`src/rtl/ivm_pkg.sv`:
```
package ivm_pkg;
    localparam int KIND_W = 2;
    localparam int CODE_W = 8;
    localparam int DATA_W = 64;
    localparam int CNT_W  = 8;

    typedef enum logic [KIND_W-1:0] {
        K_MWR  = 2'b00,
        K_CPL  = 2'b01,
        K_OTH  = 2'b10,
        K_VMSG = 2'b11
    } kind_e;

    typedef struct packed {
        logic [CODE_W-1:0] code;
        logic [DATA_W-1:0] data;
    } vmsg_t;

    typedef enum logic [1:0] {
        RT_PASS = 2'd0,
        RT_TAKE = 2'd1,
        RT_DROP = 2'd2,
        RT_HOLD = 2'd3
    } route_e;

    function automatic logic is_vmsg(input logic [KIND_W-1:0] k);
        return k == K_VMSG;
    endfunction
endpackage

```
`src/rtl/ivm_route.sv`:
```
module ivm_route
    import ivm_pkg::*;
(
    input  logic              in_valid,
    input  logic [KIND_W-1:0] in_kind,
    input  logic              pending,
    input  logic              drop_mode,
    input  logic              out_ready,
    output route_e            route,
    output logic              in_ready,
    output logic              out_valid
);
    logic head_msg;

    always_comb begin
        head_msg = in_valid && is_vmsg(in_kind);
        if (!head_msg)
            route = RT_PASS;
        else if (!pending)
            route = RT_TAKE;
        else if (drop_mode)
            route = RT_DROP;
        else
            route = RT_HOLD;
    end

    always_comb begin
        unique case (route)
            RT_PASS: begin
                in_ready  = out_ready;
                out_valid = in_valid;
            end
            RT_TAKE, RT_DROP: begin
                in_ready  = 1'b1;
                out_valid = 1'b0;
            end
            default: begin
                in_ready  = 1'b0;
                out_valid = 1'b0;
            end
        endcase
    end
endmodule

```
`src/rtl/ivm_hold.sv`:
```
module ivm_hold
    import ivm_pkg::*;
(
    input  logic  clk,
    input  logic  rst,
    input  logic  take,
    input  logic  release_i,
    input  vmsg_t in_msg,
    output logic  pending,
    output vmsg_t held,
    output logic  irq
);
    always_ff @(posedge clk) begin
        if (rst) begin
            pending <= 1'b0;
            held    <= '0;
            irq     <= 1'b0;
        end else begin
            irq <= take;
            if (take) begin
                pending <= 1'b1;
                held    <= in_msg;
            end else if (release_i) begin
                pending <= 1'b0;
            end
        end
    end
endmodule

```
`src/rtl/ivm_sat_ctr.sv`:
```
module ivm_sat_ctr #(
    parameter int W = 8
) (
    input  logic         clk,
    input  logic         rst,
    input  logic         inc,
    output logic [W-1:0] count
);
    localparam logic [W-1:0] TOP = {W{1'b1}};

    always_ff @(posedge clk) begin
        if (rst)
            count <= '0;
        else if (inc && count != TOP)
            count <= count + 1'b1;
    end
endmodule

```
`src/rtl/ivm_gate.sv`:
```
module ivm_gate
    import ivm_pkg::*;
#(
    parameter logic DROP_AT_RST = 1'b1
) (
    input  logic              clk,
    input  logic              rst,
    input  logic              in_valid,
    output logic              in_ready,
    input  logic [KIND_W-1:0] in_kind,
    input  logic [CODE_W-1:0] in_code,
    input  logic [DATA_W-1:0] in_data,
    output logic              out_valid,
    input  logic              out_ready,
    output logic [KIND_W-1:0] out_kind,
    output logic [CODE_W-1:0] out_code,
    output logic [DATA_W-1:0] out_data,
    input  logic              pol_we,
    input  logic              pol_drop,
    input  logic              sw_release,
    output logic              msg_pending,
    output logic [CODE_W-1:0] msg_code,
    output logic [DATA_W-1:0] msg_data,
    output logic              msg_irq,
    output logic [CNT_W-1:0]  drop_count
);
    logic   drop_q;
    route_e route;
    vmsg_t  in_msg;
    vmsg_t  held;

    always_ff @(posedge clk) begin
        if (rst)
            drop_q <= DROP_AT_RST;
        else if (pol_we)
            drop_q <= pol_drop;
    end

    assign in_msg = '{code: in_code, data: in_data};

    ivm_route u_route (
        .in_valid  (in_valid),
        .in_kind   (in_kind),
        .pending   (msg_pending),
        .drop_mode (drop_q),
        .out_ready (out_ready),
        .route     (route),
        .in_ready  (in_ready),
        .out_valid (out_valid)
    );

    ivm_hold u_hold (
        .clk       (clk),
        .rst       (rst),
        .take      (route == RT_TAKE),
        .release_i (sw_release),
        .in_msg    (in_msg),
        .pending   (msg_pending),
        .held      (held),
        .irq       (msg_irq)
    );

    ivm_sat_ctr #(.W(CNT_W)) u_drops (
        .clk   (clk),
        .rst   (rst),
        .inc   (route == RT_DROP),
        .count (drop_count)
    );

    assign msg_code = held.code;
    assign msg_data = held.data;
    assign out_kind = in_kind;
    assign out_code = in_code;
    assign out_data = in_data;
endmodule

```
`config.mk`:
```
export PLATFORM = sky130hd
export DESIGN_NAME = ivm_gate
export DESIGN_NICKNAME = d
export VERILOG_FILES = /design/src/rtl/ivm_pkg.sv /design/src/rtl/ivm_route.sv /design/src/rtl/ivm_hold.sv /design/src/rtl/ivm_sat_ctr.sv /design/src/rtl/ivm_gate.sv
export SDC_FILE = /design/constraint.sdc
export NUM_CORES = 1
export LEC_CHECK = 0
export BUFFER_PORTS_ARGS = -buffer_cell sky130_fd_sc_hd__clkbuf_2
export CORE_MARGIN = 8
export CORE_UTILIZATION = 25
export DETAILED_ROUTE_END_ITERATION = 8
export HOLD_SLACK_MARGIN = 0.03
export PLACE_DENSITY_LB_ADDON = 0.3
export SYNTH_ARGS = -nofsm -noshare
export SYNTH_HDL_FRONTEND = slang
export SYNTH_HIERARCHICAL = 1
export SYNTH_SLANG_ARGS = --single-unit
export TNS_END_PERCENT = 5
```
`constraint.sdc`:
```
create_clock -name clk -period 1.55 [get_ports clk]
set_input_delay 0.0775 -clock clk [delete_from_list [all_inputs] [get_ports clk]]
set_output_delay 0.0775 -clock clk [all_outputs]
set_load 0.02 [all_outputs]
```
== After elaboration in Yosys (flattened, before gate mapping) ==
Cells that the tools add are included.

* Flip-flop bits (word level): 83
* Logic and storage cells: 23

* Add/subtract/negate cells: 1
* Eq/ne operators: 4
* Muxes and demuxes: 7
* Reductions and logical operators: 5

{| class="wikitable"
|+ Operator list
! cell !! number
|-
| $add A8 B1 Y8 const B || 1
|-
| $ne A8 B8 Y1 const B || 1
|-
| $eq A2 B2 Y1 const B || 2
|-
| $mux W1 || 4
|-
| $mux W2 || 2
|-
| $eq A2 B1 Y1 const B || 1
|-
| $logic_and A1 B1 Y1 || 2
|-
| $logic_not A2 Y1 || 1
|-
| $pmux W1 S2 || 1
|-
| $reduce_bool A2 Y1 || 1
|-
| $reduce_or A2 Y1 || 1
|}

== Logic depth before layout (Yosys ltp) ==
Gate-level depths: netlist (run 1).

* Depth after elaboration: 6
* Depth in mapped cells: 7

== Modules after synthesis ==
Netlist (run 1), hierarchy kept.

{| class="wikitable"
|+ By module, submodules not included
! module !! times used !! cells an instance !! area an instance (um^2)
|-
| ivm_hold || 1 || 238 || 2685.1
|-
| ivm_gate || 1 || 79 || 603.1
|-
| ivm_sat_ctr || 1 || 46 || 430.4
|-
| ivm_route || 1 || 10 || 73.8
|}

== Worst setup path after synthesis (run 1) ==
Ideal clock, no wire load.

* Path kind: reg-to-reg
* Start: register u_hold.pending
* End: register u_drops.count[3]
* Library setup time: 69 ps
* Data arrival time: 1638 ps
* Setup slack: -157 ps
* Cell stages (with the launch flop): 7
* Buffers on the path: 0
* Clock period less this slack: 1707 ps
* Cells stage by stage: dfxtp_1 nand4_1 inv_1 nor2b_1 nand4_1 or3_2 o21ai_1

* Cells in the longest elaborated chain, start to end: 4

{| class="wikitable"
|+ Ends and longest elaborated chain
! element !! line !! text
|-
| start: declaration || ivm_hold.sv:9 || <nowiki>output logic pending,</nowiki>
|-
| start signal: assignment || ivm_hold.sv:15 || <nowiki>pending <= 1'b0;</nowiki>
|-
| start signal: assignment || ivm_hold.sv:21 || <nowiki>pending <= 1'b1;</nowiki>
|-
| start signal: assignment || ivm_hold.sv:24 || <nowiki>pending <= 1'b0;</nowiki>
|-
| $mux W2 || ivm_route.sv:19 || <nowiki>else if (!pending)</nowiki>
|-
| $mux W2 || ivm_route.sv:17 || <nowiki>if (!head_msg)</nowiki>
|-
| via route[1] || ivm_gate.sv:28 || <nowiki>route_e route;</nowiki>
|-
| $eq A2 B2 Y1 || ivm_gate.sv:66 || <nowiki>.inc (route == RT_DROP),</nowiki>
|-
| $logic_and A1 B1 Y1 || ivm_sat_ctr.sv:14 || <nowiki>else if (inc && count != TOP)</nowiki>
|-
| end signal: assignment || ivm_sat_ctr.sv:15 || <nowiki>count <= count + 1'b1;</nowiki>
|-
| end: declaration || ivm_sat_ctr.sv:7 || <nowiki>output logic [W-1:0] count</nowiki>
|}

The timed path passes the listed nets, and every way through them passes these cells.
A chain may end at the register's enable or synchronous reset.

== Worst setup path in the final report (run 1) ==
* Start: register drop_q
* End: output in_ready

* Cells in the longest elaborated chain, start to end: 6

{| class="wikitable"
|+ Ends and longest elaborated chain
! element !! line !! text
|-
| start: declaration || ivm_gate.sv:27 || <nowiki>logic drop_q;</nowiki>
|-
| start signal: assignment || ivm_gate.sv:36 || <nowiki>drop_q <= pol_drop;</nowiki>
|-
| $mux W1 (*) || ivm_route.sv:21 || <nowiki>else if (drop_mode)</nowiki>
|-
| $mux W2 (*) || ivm_route.sv:19 ||
|-
| $mux W2 (*) || ivm_route.sv:17 ||
|-
| $eq A2 B1 Y1 / $eq A2 B2 Y1 (equally long branches) || ivm_route.sv:28 || <nowiki>unique case (route)</nowiki>
|-
| $reduce_or A2 Y1 || ivm_route.sv:28 ||
|-
| $pmux W1 S2 (*) || ivm_route.sv:28 ||
|-
| end: declaration || ivm_gate.sv:9 || <nowiki>output logic in_ready,</nowiki>
|}

Mark *: on every way between the ends. The rest lies on a longest branch, timed or not.

==> results.ini, run 1 <==
[power_and_ir_drop]
p_seq_share_pct=40.9
p_sw_mw=1.392
p_leak_nw=2.718
intPower_mw=4.082
fin_total_pwr_mw=5.474
p_clk_share_pct=42.1
ir_worst_vdd_uv=431.5
p_per_area_nw_per_um2=945.7
p_comb_share_pct=17.0
swShare_pct=25.42

[worst_setup_path]
worst-endpoint-required_ps=1470
cp.arrival_ps=1440
worstReg2RegEnd=u_hold/held[34]
timing.rr.start=u_hold/pending
slowest_stage=dfxtp_2
cp-end-kind=output port
crit_path_end=in_ready
reg2regPathDepth=8
path_depth=5
critPathLaunchType=register
cpPeakStageDelay_ps=320
cp_cell_sequence=a21o_1 -> ha_1 -> a21oi_1 -> nor2_1 -> buf_4
critPathLaunch=drop_q
path_max_fanout=3
criticalPathCategory=reg -> out
crit_family=flip-flops
path_buf_inv=1
reg2reg_slack_ps=70

[timing]
slew_violations=0
rsz0062_at_grt=yes
hold_viol=0
fin_crit_ps=1515
setup-violations-final=0
slew-limit-headroom_pct=74.75
fmax_mhz=660.2
worst_pin_slew_ps=378.8
period_share_pct=97.73
finalClockSkew_ps=4.713

[yosys]
synth.avg_cell_area_um2=10.17
synthTopCellsByArea=dfxtp_1, mux2i_1, buf_4
syn_inst=373
synth-edff-count=0
async_flop_share_pct=0
synth_seq_area_share_pct=43.81
netlist.area_leader.share_pct=43.81
yosysWarnings=6
synth.largest_area_cell=dfxtp_1
syn_area_um2=3792
syn-num-nets=457
synth_common_cells=dfxtp_1, nor2_1, buf_4
synthFlopType=dfxtp_1
synth_cell_types=35
synth_most_common_cell=dfxtp_1
ys_ff_latch=83

[clocking]
htree_levels=3
clk_latency_ps=340
cts_max_path_buffers=2
root_buffer=clkbuf_16
clock-sinks=83
cts_buffers=9
path_clk_slew_ps=60
cts_tree=done

[detailed_routing]
vias_per_cell=4.094
drt-initial-drc-count=80
antenna_left=0
finalWirelength_um=11170
route.detailed.drc=0
firstDrtPassIters=4
wl_per_cell_um=13.69
vias=3341

[hold_path]
hp-class=in -> reg

[global_routing]
antenna_found_initial=0
grt_pass1_vias=3414
grtUsageTotal_pct=10.91
grt_pass1_wl_um=17340
grt_max_degree=41
grt_overflow=0

[die]
start_util_pct=25.23
pin_count=239
core_area_um2=15030
die-height_um=139.2
die-area_um2=19370
fp-row-count=45
fp.dieW_um=139.2

[placement]
io_buffers=238
dp_hpwl_um=7716
placed_area_um2=4597
gp_congestion=0.7718

[status]
outcome=completed

[layout]
fin_area_um2=5788
drive_above_1_share_pct=45.22
nNetsFinal=707
synthToLayoutAreaGrowth_pct=52.62
antennaDiodeCount=0

[job]
drv_cap=0

## cells by family after synthesis
kind of cell	Yosys count	share of synthesized area (%)
adders and majority gates	3	0.9899
and+or+nand+nor	99	11.42
muxes	74	19.66
buffers and inverters	94	20.36
AOI/OAI and AO/OA	20	3.761
DFF	83	43.81
## worst reg2reg max path, stage by stage, from the launching register on
cell and delay [ps]:
dfxtp_2 330, nand4_1 90, inv_1 70, buf_6 120, nor2b_4 120, buf_12 140
buf_16 190, mux2i_2 260, nor2_1 50
## final cells by class
cell class	count	area [um^2]
clock buffer	10	239.0
tap	188	235.2
sequential	83	1664
multi-input combinational	196	1381
clock inverter	6	88.84
inverter	3	11.26
fill	1476	9245
timing repair buffer	330	2168
## placed cells by master, fill, tap and decap left out, drive strengths merged, types with 2 or more instances in the layout
master and n:
inv 3, nor2 75, a211oi 2, bufinv 2
a21boi 2, o21bai 2, nand2b 2, and4 2
mux2i 73, buf 16, a21oi 8, clkinvlp 2
nor3 2, nand3 3, ha 3, dfxtp 83
nor2b 3, dlygate4sd3 75, nand2 5, clkinv 2
nand4 3, clkbuf 249
## power by group through the flow
stage	clock [mW]	combinational, mW	sequential [mW]
3_3_place_gp	0	0.757	2.28
4_1_cts	2.41	0.909	2.24
6_report	2.31	0.932	2.24
5_1_grt	2.52	0.997	2.24
2_1_floorplan	0	0.499	2.36
3_5_place_dp	0	0.760	2.28
## per-stage QoR
stage	utilization, %	cells	hold WS, ps	setup slack [ps]	setup TNS [ps]
detailed placement	30.58	720	294.5	18.92	0
global route	38.50	816	111.7	-31.11	-163.6
CTS	37.75	811	82.74	4.518	0
global placement	30.58	720	286.3	70.04	0
floorplan	-	373	149.6	36.62	0
finish	38.50	816	90.13	35.22	0
## timing repair
| action | in CTS | in global routing |
|---|---|---|
| hold endpoints to repair | 74 | 0 |
| endpoints found under the setup margin | 0 | 55 |
| buffers inserted | 0 | 3 |
| resized for setup | 0 | 8 |
| hold buffers | 75 | 0 |
## sequential cells by signal (all words and copies together), names as in the netlist
register / count
u_hold/held: 72
u_drops/count: 8
drop_q: 1
u_hold/irq: 1
u_hold/pending: 1
## worst min-delay path by stage
stage	startpoint	slack, ps	depth (start not counted)	to
floorplan	rst	150	1	u_drops/count[7]
CTS	rst	80	2	u_drops/count[7]
global placement	pol_drop	290	2	drop_q
finish	rst	90	2	u_drops/count[7]
detailed placement	pol_drop	290	2	drop_q
global route	rst	110	2	u_drops/count[5]
## metal layers
layer / track usage (%) / vias to the layer above / part of all wire [%]
li1: - / 1676 / -
met1: 11.79 / 1503 / 43
met2: 18.37 / 148 / 47
met3: 4.509 / 14 / 8.2
met4: 4.910 / 0 / 1.8
met5: 0 / - / 0
No activity file was read; power rests on OpenSTA's default activity.
==> run 2, diff against run 1 <==
--- a/config.mk
+++ b/config.mk
@@ -5,6 +5,7 @@
 export SDC_FILE = /design/constraint.sdc
 export NUM_CORES = 1
 export LEC_CHECK = 0
+export ABC_AREA = 1
 export BUFFER_PORTS_ARGS = -buffer_cell sky130_fd_sc_hd__clkbuf_2
 export CORE_MARGIN = 8
 export CORE_UTILIZATION = 25
==> results.ini, run 2 <==
[placement]
io_buffers=238
post-place-cells=1006
post-place-ws_ps=48.00
gp_congestion=0.7505
dp_hpwl_um=8804

[layout]
nNetsFinal=945
final_common_cell=clkbuf_2
drive_above_1_share_pct=33.14
top_regs=u_hold/held (72), u_drops/count (8)
synthToLayoutAreaGrowth_pct=45.70
fin_cells=1086
layout_common_cells=clkbuf_2, nand2_1, nor2_1
nFillCells=1766
top_register=u_hold/held
antennaDiodeCount=0
largest_reg_flops=72

[global_routing]
grt_max_degree=76
grt_pass1_vias=3975
grt_overflow=0
antenna_found_initial=0
grtUsageTotal_pct=11.01
grt_pass1_wl_um=19490

[yosys]
yosysWarnings=6
netlist.area_leader.share_pct=39.49
synthTopCellsByArea=dfxtp_1, nand2_1, nor2_1
synth.avg_cell_area_um2=6.564
syn_area_um2=4208
synth.mux.area_fraction_pct=0
synth_seq_area_share_pct=39.49
synth-edff-count=0
synth_top_family_by_area=simple AND/OR/NAND/NOR gates
synth_cell_types=18
synth.largest_area_cell=dfxtp_1
synthFlopType=dfxtp_1
synth_compound_area_share_pct=0.9515
synth_xor_area_share_pct=0
syn-num-nets=725
async_flop_share_pct=0
synth_most_common_cell=nand2_1
synth-adder-area-share_pct=0.8921
ys_ff_latch=83
syn_inst=641
synth_common_cells=nand2_1, nor2_1, inv_1
yosys.area_share.simple_pct=32.86

[worst_setup_path]
timing.rr.start=u_hold/pending
worst-endpoint-required_ps=1470
criticalPathCategory=reg -> out
critPathLaunchType=register
critPathLaunch=u_hold/pending
cp-end-kind=output port
reg2reg_slack_ps=120
cp.arrival_ps=1420
path_max_fanout=3

[die]
pin_count=239
die-height_um=145.7
die-area_um2=21240
core_area_um2=16520
fp-row-count=47
start_util_pct=25.46
fp.dieW_um=145.7

[detailed_routing]
drt-initial-drc-count=98
firstDrtPassIters=4
vias=4154
route.detailed.drc=0
vias_per_cell=3.825
finalWirelength_um=12790
wl_per_cell_um=11.77
antenna_left=0

[clocking]
root_buffer=clkbuf_16
path_clk_slew_ps=60
cts_buffers=9
cts_tree=done
htree_levels=3
cts_max_path_buffers=2
clock-sinks=83
clk_latency_ps=330

[timing]
slew-limit-headroom_pct=72.37
setup-violations-final=0
rsz0062_at_grt=yes
setup_ws_ps=49.42
period_share_pct=96.81
whs_ps=46.28
finalClockSkew_ps=4.771
slew_violations=0
finalSetupTns_ps=0
fmax_mhz=666.4
worst_pin_slew_ps=414.5
fin_crit_ps=1501
hold_viol=0

[status]
outcome=completed

[hold_path]
hp-class=in -> reg
hp-start=in_data[59]

[power_and_ir_drop]
p_per_area_nw_per_um2=962.8
p_leak_nw=3.364
ir_worst_vdd_uv=542.2

[job]
drv_cap=0

[run 2: changes by cell type in the layout (fill, tap and decap cells not counted), sizes merged, moves of 3 or more]
| cell | before | now |
|---|---|---|
| inv | 3 | 94 |
| dlygate4sd3 | 75 | 59 |
| nand4 | 3 | 0 |
| mux2i | 73 | 0 |
| nand2 | 5 | 173 |
| nor2 | 75 | 165 |
| nor2b | 3 | 0 |
| nand3 | 3 | 13 |
| buf | 16 | 10 |
[run 2: critical path: stages, from the launching register on]
cell	delay, ps
dfxtp_2	350
buf_6	100
nand3_2	60
ha_1	280
inv_2	30
a21oi_2	130
buf_6	130
[run 2: kinds of logic (layout without fill, tap and decap cells)]
logic type,Yosys count,count (layout)
AO/OA/AOI/OAI,8,8
adder cells (fa/ha/maj),3,3
buffers and inverters,194,419
flip-flops,83,83
AND/OR/NAND/NOR,353,353
[run 2: routing by layer]
metal	routed length (um)	global-route usage (%)	part of all wire [%]	up-vias
li1	-	-	-	2222
met1	5581	12.36	44	1772
met2	5919	18.12	46	149
met3	1116	5.068	8.7	11
met4	169	3.696	1.3	0
met5	0	0	0	-
[run 2: what timing repair did]
| item | CTS | global route |
|---|---|---|
| cloned | 0 | 3 |
| endpoints found under the hold margin | 56 | 0 |
| hold buffers | 59 | 0 |
| pin swaps | 2 | 4 |
| setup endpoints to repair | 1 | 76 |
| setup buffers | 1 | 1 |
| gates resized for setup | 3 | 12 |
[run 2: cell type report]
type | count | area [um^2] | share of cell area [%]
Tap cell | 220 | 275.3 | 4.490
Sequential cell | 83 | 1663 | 27.12
Multi-Input combinational cell | 364 | 1489 | 24.29
Timing Repair Buffer | 309 | 1999 | 32.61
Clock buffer | 10 | 239.0 | 3.898
Clock inverter | 6 | 112.6 | 1.837
Inverter | 94 | 352.8 | 5.755
[run 2: path summary, 6_finish.rpt]
kind / endpoint / cells past startpoint
max: in_ready / 6
min: u_hold/held[59] / 5
max reg2reg: u_hold/held[63] / 10
min reg2reg: u_hold/held[64] / 2
[run 2: where the power goes]
group	internal (mW)	total, mW	leakage, nW	switching [mW]
Sequential	2.24	2.29	0.678	0.0532
Combinational	0.454	1.11	2.52	0.655
Clock	1.62	2.50	0.161	0.886
[run 2: through the flow]
stage / utilization (%) / total power [mW] / cell area (um^2)
finish: 37.10 / 5.903 / 6131
global route: 37.10 / 6.190 / 6131
CTS: 36.28 / 5.981 / 5996
detailed placement: 30.49 / 3.299 / 5039
global placement: 30.49 / 3.296 / 5039
floorplan: - / 3.042 / 4208
